<file path="config.mk">
export PLATFORM = sky130hd
export DESIGN_NAME = tmr_flag_regs
export DESIGN_NICKNAME = d
export VERILOG_FILES = /design/src/rtl/tmr_flag_pkg.sv /design/src/rtl/tmr_flag_bank.sv /design/src/rtl/tmr_fast_clr_dec.sv /design/src/rtl/tmr_flag_regs.sv
export SDC_FILE = /design/constraint.sdc
export NUM_CORES = 1
export LEC_CHECK = 0
export CORE_UTILIZATION = 31
export DETAILED_ROUTE_END_ITERATION = 6
export GPL_ROUTABILITY_DRIVEN = 0
export PLACE_DENSITY = 0.75
export SLEW_MARGIN = 0
export SYNTH_ARGS = -nofsm -noshare
export SYNTH_HDL_FRONTEND = slang
export SYNTH_SLANG_ARGS = --single-unit
</file>
<file path="constraint.sdc">
create_clock -name clk_i -period 0.8 [get_ports clk_i]
set_input_delay 0.08 -clock clk_i [delete_from_list [all_inputs] [get_ports clk_i]]
set_output_delay 0.08 -clock clk_i [all_outputs]
set_load 0.05 [all_outputs]
</file>
<file path="src/rtl/tmr_flag_pkg.sv">
package tmr_flag_pkg;
  localparam int unsigned FLG_DW = 8;
  localparam int unsigned FLG_AW = 5;
  localparam logic [FLG_AW-1:0] OFS_CH_FLG  = 5'h0E;
  localparam logic [FLG_AW-1:0] OFS_OVF_FLG = 5'h0F;
  localparam logic [FLG_AW-1:0] OFS_CNT_HI  = 5'h04;
  localparam logic [FLG_AW-1:0] OFS_CNT_LO  = 5'h05;
  localparam logic [FLG_AW-1:0] OFS_CH_DATA = 5'h10;
  localparam int unsigned OVF_BIT = 7;
endpackage

</file>
<file path="src/rtl/tmr_flag_bank.sv">
module tmr_flag_bank #(
  parameter int unsigned W = 8
) (
  input  logic         clk_i,
  input  logic         rst_ni,
  input  logic [W-1:0] set_i,
  input  logic [W-1:0] clr_i,
  output logic [W-1:0] q_o
);
  // set has priority over clear
  always_ff @(posedge clk_i or negedge rst_ni) begin
    if (!rst_ni) q_o <= '0;
    else         q_o <= (q_o & ~clr_i) | set_i;
  end
endmodule

</file>
<file path="src/rtl/tmr_fast_clr_dec.sv">
module tmr_fast_clr_dec
  import tmr_flag_pkg::*;
#(
  parameter int unsigned NUM_CH = 8,
  parameter int unsigned AW     = FLG_AW
) (
  input  logic [AW-1:0]     addr_i,
  input  logic              rd_i,
  input  logic              wr_i,
  input  logic              fast_en_i,
  input  logic [NUM_CH-1:0] is_cap_i,
  output logic [NUM_CH-1:0] ch_clr_o,
  output logic              ovf_clr_o
);
  logic cnt_hit;
  assign cnt_hit   = (addr_i == AW'(OFS_CNT_HI)) || (addr_i == AW'(OFS_CNT_LO));
  assign ovf_clr_o = fast_en_i && cnt_hit && (rd_i || wr_i);

  for (genvar x = 0; x < NUM_CH; x++) begin : g_ch
    localparam logic [AW-1:0] SLOT = AW'(OFS_CH_DATA) + AW'(2 * x);
    logic hit, act;
    // either byte of the two-byte slot
    assign hit = (addr_i[AW-1:1] == SLOT[AW-1:1]);
    assign act = is_cap_i[x] ? rd_i : wr_i;
    assign ch_clr_o[x] = fast_en_i && hit && act;
  end
endmodule

</file>
<file path="src/rtl/tmr_flag_regs.sv">
module tmr_flag_regs
  import tmr_flag_pkg::*;
#(
  parameter int unsigned NUM_CH = 8,
  parameter int unsigned AW     = FLG_AW,
  parameter int unsigned DW     = FLG_DW
) (
  input  logic              clk_i,
  input  logic              rst_ni,
  input  logic [AW-1:0]     addr_i,
  input  logic              rd_i,
  input  logic              wr_i,
  input  logic [DW-1:0]     wdata_i,
  output logic [DW-1:0]     rdata_o,
  input  logic [NUM_CH-1:0] chan_evt_i,
  input  logic              ovf_evt_i,
  input  logic [NUM_CH-1:0] chan_is_cap_i,
  input  logic              tmr_en_i,
  input  logic              fast_clr_i,
  output logic [NUM_CH-1:0] chan_flag_o,
  output logic              ovf_flag_o,
  output logic              irq_any_o
);
  localparam int unsigned OVF_POS = (OVF_BIT < DW) ? OVF_BIT : DW - 1;

  logic              sel_ch, sel_ovf;
  logic [NUM_CH-1:0] ch_wclr, ch_fclr;
  logic              ovf_wclr, ovf_fclr;
  logic [0:0]        ovf_q;

  assign sel_ch  = (addr_i == AW'(OFS_CH_FLG));
  assign sel_ovf = (addr_i == AW'(OFS_OVF_FLG));

  assign ch_wclr  = (wr_i && sel_ch && tmr_en_i) ? wdata_i[NUM_CH-1:0] : '0;
  assign ovf_wclr = wr_i && sel_ovf && tmr_en_i && wdata_i[OVF_POS];

  tmr_fast_clr_dec #(.NUM_CH(NUM_CH), .AW(AW)) u_dec (
    .addr_i    (addr_i),
    .rd_i      (rd_i),
    .wr_i      (wr_i),
    .fast_en_i (fast_clr_i),
    .is_cap_i  (chan_is_cap_i),
    .ch_clr_o  (ch_fclr),
    .ovf_clr_o (ovf_fclr)
  );

  tmr_flag_bank #(.W(NUM_CH)) u_ch_bank (
    .clk_i  (clk_i),
    .rst_ni (rst_ni),
    .set_i  (chan_evt_i),
    .clr_i  (ch_wclr | ch_fclr),
    .q_o    (chan_flag_o)
  );

  tmr_flag_bank #(.W(1)) u_ovf_bank (
    .clk_i  (clk_i),
    .rst_ni (rst_ni),
    .set_i  (ovf_evt_i),
    .clr_i  (ovf_wclr | ovf_fclr),
    .q_o    (ovf_q)
  );

  assign ovf_flag_o = ovf_q[0];
  assign irq_any_o  = (|chan_flag_o) | ovf_q[0];

  always_comb begin
    rdata_o = '0;
    if (rd_i) begin
      if (sel_ch)       rdata_o[NUM_CH-1:0] = chan_flag_o;
      else if (sel_ovf) rdata_o[OVF_POS]    = ovf_q[0];
    end
  end
endmodule

</file>
=== Word-level counts from Yosys, hierarchy flattened ===
Index checks and enable logic that the tools add are counted.

* Register bits after elaboration: 9
* Bits in latches: 0
* RAM bits: 0
* ROM bits: 0
* Input port bits: 36
* Logic and storage cells: 62
* Memories kept: 0

* $add $sub $neg: 0
* $mul: 0
* Div/mod/pow operators: 0
* Order comparisons: 0
* Equal/unequal tests: 12
* Shift operators: 0
* Mux-type cells: 13
* Bitwise operators: 9
* Reduce and logical (&&, ||, !) cells: 26

{| class="wikitable"
|+ Operator list
! kind !! count
|-
| $eq 4x4->1 const B || 8
|-
| $logic_and 1x1->1 || 23
|-
| $mux 8 || 2
|-
| $or 8x8->8 || 2
|-
| $eq 5x3->1 const B || 2
|-
| $eq 5x4->1 const B || 2
|-
| $mux 1 || 10
|-
| $and 8x8->8 || 1
|-
| $not 8->8 || 1
|-
| $reduce_or 8->1 || 1
|-
| $mux 7 || 1
|-
| $or 1x1->1 || 3
|-
| $logic_or 1x1->1 || 2
|-
| $and 1x1->1 || 1
|-
| $not 1->1 || 1
|}

=== Longest topological paths before layout ===
Gate-level depths: netlist (run 1).

* Depth after elaboration: 8
* Gate-level depth with buffers: 5
* Depth with buffers taken out: 3

=== Cells and area by module ===
From an unflattened synthesis (run 1), not the netlist that was laid out.

* Cell total of the unflattened synthesis: 82
* Area, all modules: 769.5 sq um

{| class="wikitable"
|+ By module, submodules not included
! module !! times used !! cells an instance !! area each (sq um)
|-
| tmr_flag_bank (u_ch_bank) || 1 || 24 || 290.3
|-
| tmr_flag_regs || 1 || 29 || 247.7
|-
| tmr_fast_clr_dec || 1 || 26 || 195.2
|-
| tmr_flag_bank (u_ovf_bank) || 1 || 3 || 36.3
|}

=== Worst setup path after synthesis (run 1) ===
OpenSTA, ideal clock, no wires.

* Path type: register to output
* From: register u_ovf_bank.q_o
* To: output port rdata_o[7]
* Arrival time: 1.841 ns
* Data required time: 0.720 ns
* Slack: -1.121 ns
* Cell stages (with the launch flop): 3
* Path through: dfrtp_1 mux2i_1 nor3_1

* Longest elaborated chain between the ends: 3

{| class="wikitable"
|+ RTL lines
! what !! RTL line !! RTL
|-
| start: declaration || tmr_flag_bank.sv:8 || <nowiki>output logic [W-1:0] q_o</nowiki>
|-
| start signal: assignment || tmr_flag_bank.sv:13 || <nowiki>else q_o <= (q_o & ~clr_i) | set_i;</nowiki>
|-
| $mux 1 || tmr_flag_regs.sv:70 || <nowiki>else if (sel_ovf) rdata_o[OVF_POS] = ovf_q[0];</nowiki>
|-
| $mux 1 || tmr_flag_regs.sv:69 || <nowiki>if (sel_ch) rdata_o[NUM_CH-1:0] = chan_flag_o;</nowiki>
|-
| $mux 8 || tmr_flag_regs.sv:68 || <nowiki>if (rd_i) begin</nowiki>
|-
| end: declaration || tmr_flag_regs.sv:14 || <nowiki>output logic [DW-1:0] rdata_o,</nowiki>
|}

Every way passes these cells.

=== Worst setup path in the final report (run 1) ===
* From: register u_ch_bank.q_o[3]
* To: output port irq_any_o

* Longest elaborated chain between the ends: 2

{| class="wikitable"
|+ RTL lines
! what !! RTL line !! RTL
|-
| start: declaration || tmr_flag_bank.sv:8 ||
|-
| start signal: assignment || tmr_flag_bank.sv:13 ||
|-
| $reduce_or 8->1 || tmr_flag_regs.sv:64 || <nowiki>assign irq_any_o = (|chan_flag_o) | ovf_q[0];</nowiki>
|-
| $or 1x1->1 || tmr_flag_regs.sv:64 ||
|-
| end: declaration || tmr_flag_regs.sv:22 || <nowiki>output logic irq_any_o</nowiki>
|}

Every way passes these cells.

==> results of run 1 <==
## placed cells by master, fill, tap and decap left out
cell type,Yosys,final
a31o_1,8,8
a31o_2,1,1
and2_4,0,7
and2b_1,8,8
and2b_2,2,2
and3_1,1,1
and3b_2,0,1
and4_1,1,1
and4b_2,0,1
buf_12,0,18
buf_2,3,3
buf_4,0,13
buf_6,3,27
buf_8,0,1
clkbuf_1,0,1
clkbuf_4,0,3
clkdlybuf4s50_1,0,19
dfrtp_2,0,9
dlygate4sd2_1,0,11
inv_2,0,1
mux2_2,8,2
mux2_4,0,6
mux2i_4,0,1
nand2_1,1,1
nand3_1,7,2
nand3_2,0,5
nand4_1,10,10
nand4b_1,1,1
nor2_1,2,2
nor3_1,2,1
nor3_4,0,2
nor3b_1,1,1
nor4_4,0,1
o211ai_1,1,1
## sequential cells by signal (all words and copies together) (netlist names)
signal	cells
u_ch_bank.q_o	8
u_ovf_bank.q_o	1
## logic make-up (layout without fill, tap and decap cells)
family	after synthesis	in the layout	share of synthesized area
buffers and inverters	7	97	0.06817
AOI/OAI and AO/OA	10	10	0.1120
muxes	9	9	0.1299
DFF	9	9	0.2922
and+or+nand+nor	47	47	0.3977
## metrics by stage
step	power [mW]	cells
6_report	1.421	200
5_1_grt	1.489	200
4_1_cts	1.392	197
3_5_place_dp	0.9912	178
3_3_place_gp	0.9768	178
2_1_floorplan	0.6728	82
## cell type report
class | instances | share of cell area
clock buffer | 4 | 0.01323
sequential | 9 | 0.1191
inverter | 1 | 0.001890
tap | 28 | 0.01764
timing repair buffer | 92 | 0.5432
multi-input combinational | 66 | 0.3050
## routing by layer
layer,part of all wire,wire [µm],global-route usage
met5,0,0,0
met4,0.033,120,0.1081
met3,0.047,168,0.04678
met2,0.54,1939,0.5491
met1,0.38,1358,0.2982
## worst max-delay path: cells and delay by family, from the launching register on
kind | cells | cell delay (ps)
buffers and inverters | 1 | 170
AND/OR/NAND/NOR | 2 | 390
flip-flops | 1 | 420
## synth_stat cells (2+ instances only)
cell / n / share of area
buf_6: 3 / 0.044
mux2_2: 8 / 0.12
nand3_1: 7 / 0.045
a31o_1: 8 / 0.091
nand4_1: 10 / 0.081
and2b_2: 2 / 0.023
dfrtp_1: 9 / 0.29
and2_1: 7 / 0.057
nor3_1: 2 / 0.013
buf_2: 3 / 0.019
and2b_1: 8 / 0.078
nor2_1: 2 / 0.0097
## worst paths after layout
path,start,to,slack (ps),cells after the start
min in group clk_i,addr_i[2],u_ch_bank.q_o[7]$_DFF_PN0_,330,4
worst max register to register,u_ch_bank.q_o[6]$_DFF_PN0_,u_ch_bank.q_o[6]$_DFF_PN0_,-230,4
worst min register to register,u_ch_bank.q_o[7]$_DFF_PN0_,u_ch_bank.q_o[7]$_DFF_PN0_,680,2
worst max-delay path,u_ch_bank.q_o[3]$_DFF_PN0_,irq_any_o,-510,3
max in group asynchronous,rst_ni,u_ch_bank.q_o[0]$_DFF_PN0_,360,1
worst min-delay path,rst_ni,u_ch_bank.q_o[7]$_DFF_PN0_,120,1
## power breakdown
part / leakage [nW] / internal [mW] / switching [mW] / total (mW)
clock: 0.0150 / 0.192 / 0.159 / 0.351
sequential: 0.0768 / 0.464 / 0.00899 / 0.473
combinational: 0.764 / 0.362 / 0.235 / 0.597
## what timing repair did
item,in CTS,in global routing
endpoints found under the hold margin,0,0
setup buffers,15,8
gates resized for setup,66,13
gates cloned,1,0
pin swaps,16,13
setup endpoints to repair,27,27
==> metrics.yaml, run 1 <==
pwr:
  p_leak_nw: 0.8560
  power_density_mw_per_mm2: 715.7
  irDropWorstVdd_uv: 734.8
timing:
  setup_viol: 27
  fmax_mhz: 760.5
  clock-skew-final_ps: 0
  final-hold-violation-count: 0
  tns_ps: -7186
  slew_headroom: 0.7220
  fin_crit_sh: 1.644
  grt_setup_unrepaired: "yes"
  setup_slack_ps: -515.0
  fin_crit_ps: 1315
  fin_hold_ws_ps: 117.4
  tightest_slew_ps: 415.6
  slew_violations: 0
global_routing:
  grt_pass1_wl_um: 5513
  grt_use_total: 0.2839
  grt_pass1_vias: 1188
  grt_max_degree: 14
  antenna_found_initial: 0
  grt_overflow: 0
logic_synthesis:
  async_flop_share: 1.000
  synth_edf_count: 0
  synthCells: 82
  synth.net_count: 118
  synth_seq_cells: 9
  yosysSeqAreaShare: 0.2922
  synth_ff_type: "dfrtp_1"
  yosysUniqueCellTypes: 25
  syn_area_um2: 770.7
  yosys_warnings: 0
  syn_avg_cell_area_um2: 9.399
clock_network:
  clock-sinks: 9
  tritoncts: "yes"
  cts-buffers-inserted: 3
  clkTransAtPathRegs_ps: 70
  htreeDepth: 1
  clockRootBuffer: "clkbuf_4"
  ctsHoldBuffers: 0
  clk_latency_ps: 250
  cts_buffer_depth: 2
setup_path:
  crit_chain: "nor4_4 -> nand3_2 -> buf_6"
  crit_path_start_kind: "register"
  worst_path_max_delay_cell: "dfrtp_2"
  cp.required_ps: 720
  path_max_fanout: 2
  crit_type: "register to primary output"
  cp_slowest_stage_delay_ps: 420
  cp.arrival_ps: 1230
  end_kind: "primary output"
hold_path:
  min_path_type: "input pin to async pin"
floorplanning:
  row_count: 17
  die_w_um: 51.86
  die-area_mm2: 0.002689
  boundaryPins: 54
  die_h_um: 51.86
  core_area_mm2: 0.002276
  start_util: 0.3386
routing:
  drtAntennaViolNets: 0
  wire_per_inst_um: 17.93
  remaining_drc_errors: 0
  wl_um: 3586
  num_vias: 1075
  vias_per_cell: 5.375
  drt-pass1-iter-count: 4
  drt_iter0_drc: 11
layout:
  final_area_mm2: 0.001986
  fillCellCount: 114
  final_nets: 209
  antenna_cells: 0
  regArea_um2: 236.5
  syn_to_final_growth_pct: 157.6
  multiInputGateArea_um2: 605.6
  drive_gt1_frac: 0.6047
  finish.utilization: 0.8725
place:
  place_area_mm2: 0.001687
  dpl_worst_slack_ps: -761.6
  hpwlAfterDp_um: 2333
  portBuffers: 53
run:
  cap_violations: 0
outcome:
  violations: "negative setup slack"
  outcome: "complete, but fails checks"
Power figures use the tool's default switching activity.
==> inputs of run 2 (changes only) <==
Settings changed: CELL_PAD_IN_SITES_DETAIL_PLACEMENT set to 1, CELL_PAD_IN_SITES_GLOBAL_PLACEMENT set to 2, CORE_UTILIZATION 31 to 16, PLACE_DENSITY 0.75 to unset, PLACE_DENSITY_LB_ADDON set to 0.1.
==> run 2 against run 1 <==
The flow finishes with violations (design-rule violations, negative setup slack); wire length decreased by 4.1%; die area increased by 90%; global-route usage decreased by 15 points; worst setup slack improved by 35 ps.
==> metrics.yaml, run 2 (synthesis gave the netlist of run 1 again) <==
outcome:
  outcome: "complete, but fails checks"
  violations: "design-rule violations, negative setup slack"
clock_network:
  htreeDepth: 1
  cts_buffer_depth: 2
  clockRootBuffer: "clkbuf_8"
  cts-buffers-inserted: 3
  clk_latency_ps: 230
  ctsHoldBuffers: 0
  clkTransAtPathRegs_ps: 50
  clock-sinks: 9
  tritoncts: "yes"
setup_path:
  path_delay_family: "flip-flops"
  cp_slowest_stage_delay_ps: 420
  crit_end: "irq_any_o"
  crit_chain: "nor4_4 -> nand3_2 -> buf_6"
  worst_path_max_delay_cell: "dfrtp_2"
  cp.arrival_ps: 1200
  crit_path_start_kind: "register"
  cp.required_ps: 720
  end_kind: "primary output"
  cp_num_cells: 3
  r2r-start: "u_ch_bank.q_o[2]$_DFF_PN0_"
  r2r-end: "u_ch_bank.q_o[2]$_DFF_PN0_"
  critPathBufInv: 1
  r2r_cells: 4
  startpoint: "u_ch_bank.q_o[3]$_DFF_PN0_"
  path_max_fanout: 2
  crit_type: "register to primary output"
  ff2ff_setup_slack_ps: -230
layout:
  final_cells: 222
  top_regs: "u_ch_bank.q_o (8), u_ovf_bank.q_o (1)"
  final_nets: 207
  largest_reg_flops: 8
  fillCellCount: 496
  top_register: "u_ch_bank.q_o"
  antenna_cells: 0
  layout_common_cells: "buf_6 (26), clkdlybuf4s50_1 (18), buf_12 (18), buf_4 (12), dlygate4sd2_1 (11)"
  final_common_cell: "buf_6"
  syn_to_final_growth_pct: 164.9
  drive_gt1_frac: 0.6294
timing:
  setup_slack_ps: -479.8
  slew_violations: 0
  clock-skew-final_ps: 0
  fin_crit_sh: 1.600
  fmax_mhz: 781.4
  final-hold-violation-count: 0
  grt_setup_unrepaired: "yes"
  slew_headroom: 0.8492
  tightest_slew_ps: 225.3
  fin_crit_ps: 1280
  tns_ps: -6691
  setup_viol: 27
hold_path:
  min_path_type: "input pin to async pin"
pwr:
  power_density_mw_per_mm2: 782.4
  irDropWorstVdd_uv: 521.2
  p_leak_nw: 0.8625
routing:
  drt-pass1-iter-count: 7
  vias_per_cell: 4.523
  wire_per_inst_um: 15.49
  drtAntennaViolNets: 0
  wl_um: 3439
  drt_iter0_drc: 47
  num_vias: 1004
  remaining_drc_errors: 5
floorplanning:
  die_h_um: 71.41
  die-area_mm2: 0.005099
  row_count: 24
  die_w_um: 71.41
  core_area_mm2: 0.004504
  start_util: 0.1711
  boundaryPins: 54
global_routing:
  antenna_found_initial: 0
  grt_overflow: 0
  grt_use_total: 0.1383
  grt_pass1_wl_um: 5430
  grt_max_degree: 13
  grt_pass1_vias: 1125
place:
  dp.cells: 204
  hpwlAfterDp_um: 2585
  portBuffers: 53
run:
  cap_violations: 0
==> run 2: changes by cell type in the layout (fill, tap and decap cells not counted), sizes merged <==
cell | before | now
buf | 62 | 59
clkdlybuf4s50 | 19 | 18
clkdlybuf4s15 | 0 | 2
==> run 2: metrics by stage <==
stage          utilization  hold slack, ps  cell area [µm²]  setup WS (ps)  total power, mW
6_report            0.4533           142.2             2042         -479.8            1.598
5_1_grt             0.4533           179.8             2042         -516.6            1.649
4_1_cts             0.4361           148.8             1964         -492.4            1.587
3_5_place_dp        0.3844           387.4             1732         -745.3            1.007
3_3_place_gp        0.3844           390.8             1732         -727.9            1.002
2_1_floorplan            -          -215.6            838.3         -433.7           0.6728
==> run 2: final cells by class <==
cell class	instances	area, µm²	share of cell area
clock buffers	4	45.04	0.02206
inverters	1	3.754	0.001838
multi-input cells	66	635.6	0.3113
flip-flops and latches	9	236.5	0.1158
well taps	52	65.06	0.03186
repair buffers	90	1056	0.5172
==> run 2: report_power, final <==
| group | switching (mW) | leakage (nW) | internal (mW) |
|---|---|---|---|
| sequential | 0.00982 | 0.0768 | 0.466 |
| combinational | 0.229 | 0.763 | 0.356 |
| clock | 0.189 | 0.0228 | 0.348 |
| total | 0.428 | 0.863 | 1.17 |
==> run 2: repair_timing <==
| action | 4_1_cts | 5_1_grt |
|---|---|---|
| gates cloned | 1 | 0 |
| setup buffers | 9 | 9 |
| pin swaps | 20 | 11 |
| endpoints found under the setup margin | 27 | 27 |
| gates resized for setup | 70 | 15 |
==> run 2: worst min-delay path by stage <==
stage / cells after the start / slack (ps) / from / endpoint
floorplan: 0 / -220 / rst_ni / u_ch_bank.q_o[0]$_DFF_PN0_
global placement: 2 / 390 / rst_ni / u_ch_bank.q_o[6]$_DFF_PN0_
detailed placement: 2 / 390 / rst_ni / u_ch_bank.q_o[0]$_DFF_PN0_
CTS: 2 / 150 / rst_ni / u_ch_bank.q_o[0]$_DFF_PN0_
global route: 2 / 180 / rst_ni / u_ch_bank.q_o[6]$_DFF_PN0_
finish: 2 / 140 / rst_ni / u_ch_bank.q_o[6]$_DFF_PN0_
==> run 2: per-layer routing <==
layer	share of wire	wire length (µm)	track usage
met2	0.54	1862	0.2561
met4	0.0064	22	0.02000
met5	0	0	0
met1	0.41	1417	0.1658
met3	0.040	137	0.03094
==> run 2: worst register-to-register path, stage by stage (launching register included) <==
cell     delay (ps)
dfrtp_2         420
buf_6           130
buf_6           100
buf_6           100
a31o_1          160
==> inputs of run 3 (changes only) <==
Settings changed: ABC_CLOCK_PERIOD_IN_PS set to 800, CORE_MARGIN set to 3.
==> run 3 against run 2 <==
The flow finishes with violations (negative setup slack); power is 1.1% higher; wire length is 5.8% higher; maximum frequency hardly changed; critical endpoint unchanged; largest cell class unchanged; highest routed layer unchanged.
==> metrics.yaml, run 3 (synthesis gave the netlist of run 1 again) <==
place:
  hpwlAfterDp_um: 2749
  dpl_worst_slack_ps: -753.0
  portBuffers: 53
timing:
  fin_crit_sh: 1.601
  grt_setup_unrepaired: "yes"
  clock-skew-final_ps: 0
  final-hold-violation-count: 0
  fin_hold_ws_ps: 145.4
  fin_crit_ps: 1281
  setup_slack_ps: -480.5
  slew_headroom: 0.8512
  fmax_mhz: 780.9
  setup_viol: 27
  slew_violations: 0
  tightest_slew_ps: 222.3
layout:
  final_nets: 206
  top_regs: "u_ch_bank.q_o (8), u_ovf_bank.q_o (1)"
  antenna_cells: 0
  syn_to_final_growth_pct: 167.5
  layout_common_cells: "buf_6 (24), clkdlybuf4s50_1 (21), buf_12 (19), buf_4 (11), nand4_1 (10)"
  largest_reg_flops: 8
  final_common_cell: "buf_6"
  top_register: "u_ch_bank.q_o"
  drive_gt1_frac: 0.6272
global_routing:
  grt_max_degree: 10
  grt_use_total: 0.1289
  grt_overflow: 0
  antenna_found_initial: 0
  grt_pass1_wl_um: 5416
  grt_pass1_vias: 1097
setup_path:
  crit_type: "register to primary output"
  path_delay_family: "flip-flops"
  cp.required_ps: 720
  worst_path_max_delay_cell: "dfrtp_2"
  r2r-start: "u_ch_bank.q_o[3]$_DFF_PN0_"
  critPathBufInv: 1
  cp_slowest_stage_delay_ps: 410
  startpoint: "u_ch_bank.q_o[3]$_DFF_PN0_"
  end_kind: "primary output"
  path_max_fanout: 2
  crit_chain: "nor4_4 -> nand3_2 -> buf_6"
  crit_path_start_kind: "register"
  cp.arrival_ps: 1200
clock_network:
  clock-sinks: 9
  clk_latency_ps: 230
  tritoncts: "yes"
  clockRootBuffer: "clkbuf_8"
  clkTransAtPathRegs_ps: 50
  htreeDepth: 1
  cts_buffer_depth: 2
  cts-buffers-inserted: 3
  ctsHoldBuffers: 0
routing:
  vias_per_cell: 4.507
  remaining_drc_errors: 0
  drt_iter0_drc: 18
  routed.top_layer: "met4"
  num_vias: 996
  drt-pass1-iter-count: 4
  wl_um: 3637
  routedLengthMet1_um: 1578
  drtAntennaViolNets: 0
  wl_met3_um: 161
  wire_per_inst_um: 16.46
  wl_met2_um: 1837
pwr:
  p_leak_nw: 0.8604
  power_density_mw_per_mm2: 783.5
  irDropWorstVdd_uv: 435.1
floorplanning:
  core_area_mm2: 0.004504
  start_util: 0.1711
  die-area_mm2: 0.005686
  boundaryPins: 54
  die_h_um: 75.41
  row_count: 24
  die_w_um: 75.41
run:
  cap_violations: 0
outcome:
  violations: "negative setup slack"
  outcome: "complete, but fails checks"
hold_path:
  min_path_type: "input pin to async pin"
==> run 3: cell count changes in the layout (fill, tap and decap cells not counted), moves of 2 or more <==
cell	delta
mux2_4	-2
clkdlybuf4s50_1	+3
mux2_2	+2
buf_6	-2
dlygate4sd2_1	-3
==> run 3: metal layers <==
metal  track usage  vias to the layer above
met5             0                        -
met4       0.03301                        0
met3       0.02507                        4
met2        0.2205                       34
met1        0.1659                      463
li1              -                      495
==> run 3: area by class of cell <==
class | instances | area, µm²
Sequential cell | 9 | 236.5
Inverter | 1 | 3.754
Fill cell | 490 | 2442
Clock buffer | 4 | 45.04
Tap cell | 52 | 65.06
Timing Repair Buffer | 89 | 1077
Multi-Input combinational cell | 66 | 634.4
==> run 3: through the flow <==
stage	utilization	power (mW)	cell area, µm²	std cells	TNS [ps]
after floorplan	-	0.6728	838.3	82	-2288
after CTS	0.4444	1.615	2002	218	-6688
after detailed placement	0.3828	1.003	1724	203	-12380
final	0.4578	1.616	2062	221	-7283
after global placement	0.3828	0.9994	1724	203	-11980
after global routing	0.4578	1.684	2062	221	-8157
==> run 3: worst paths after layout <==
kind                                              end  depth (start not counted)  slack, ps
setup / recovery                            irq_any_o                          3       -480
hold / removal             u_ch_bank.q_o[0]$_DFF_PN0_                          2        150
setup reg to reg           u_ch_bank.q_o[3]$_DFF_PN0_                          4       -250
hold reg to reg            u_ch_bank.q_o[6]$_DFF_PN0_                          2        640
max in group asynchronous  u_ch_bank.q_o[2]$_DFF_PN0_                          2        510
min in group clk_i         u_ch_bank.q_o[7]$_DFF_PN0_                          4        350
==> run 3: where the power goes <==
group / total (mW) / leakage, nW / internal, mW / switching (mW)
Combinational: 0.606 / 0.761 / 0.376 / 0.230
Sequential: 0.476 / 0.0768 / 0.466 / 0.00957
Clock: 0.534 / 0.0228 / 0.348 / 0.186
==> run 3: timing repair <==
item / in CTS / in global routing
pin swaps: 14 / 8
resized for setup: 68 / 10
buffers inserted: 10 / 5
gates cloned: 2 / 0
setup endpoints to repair: 27 / 27
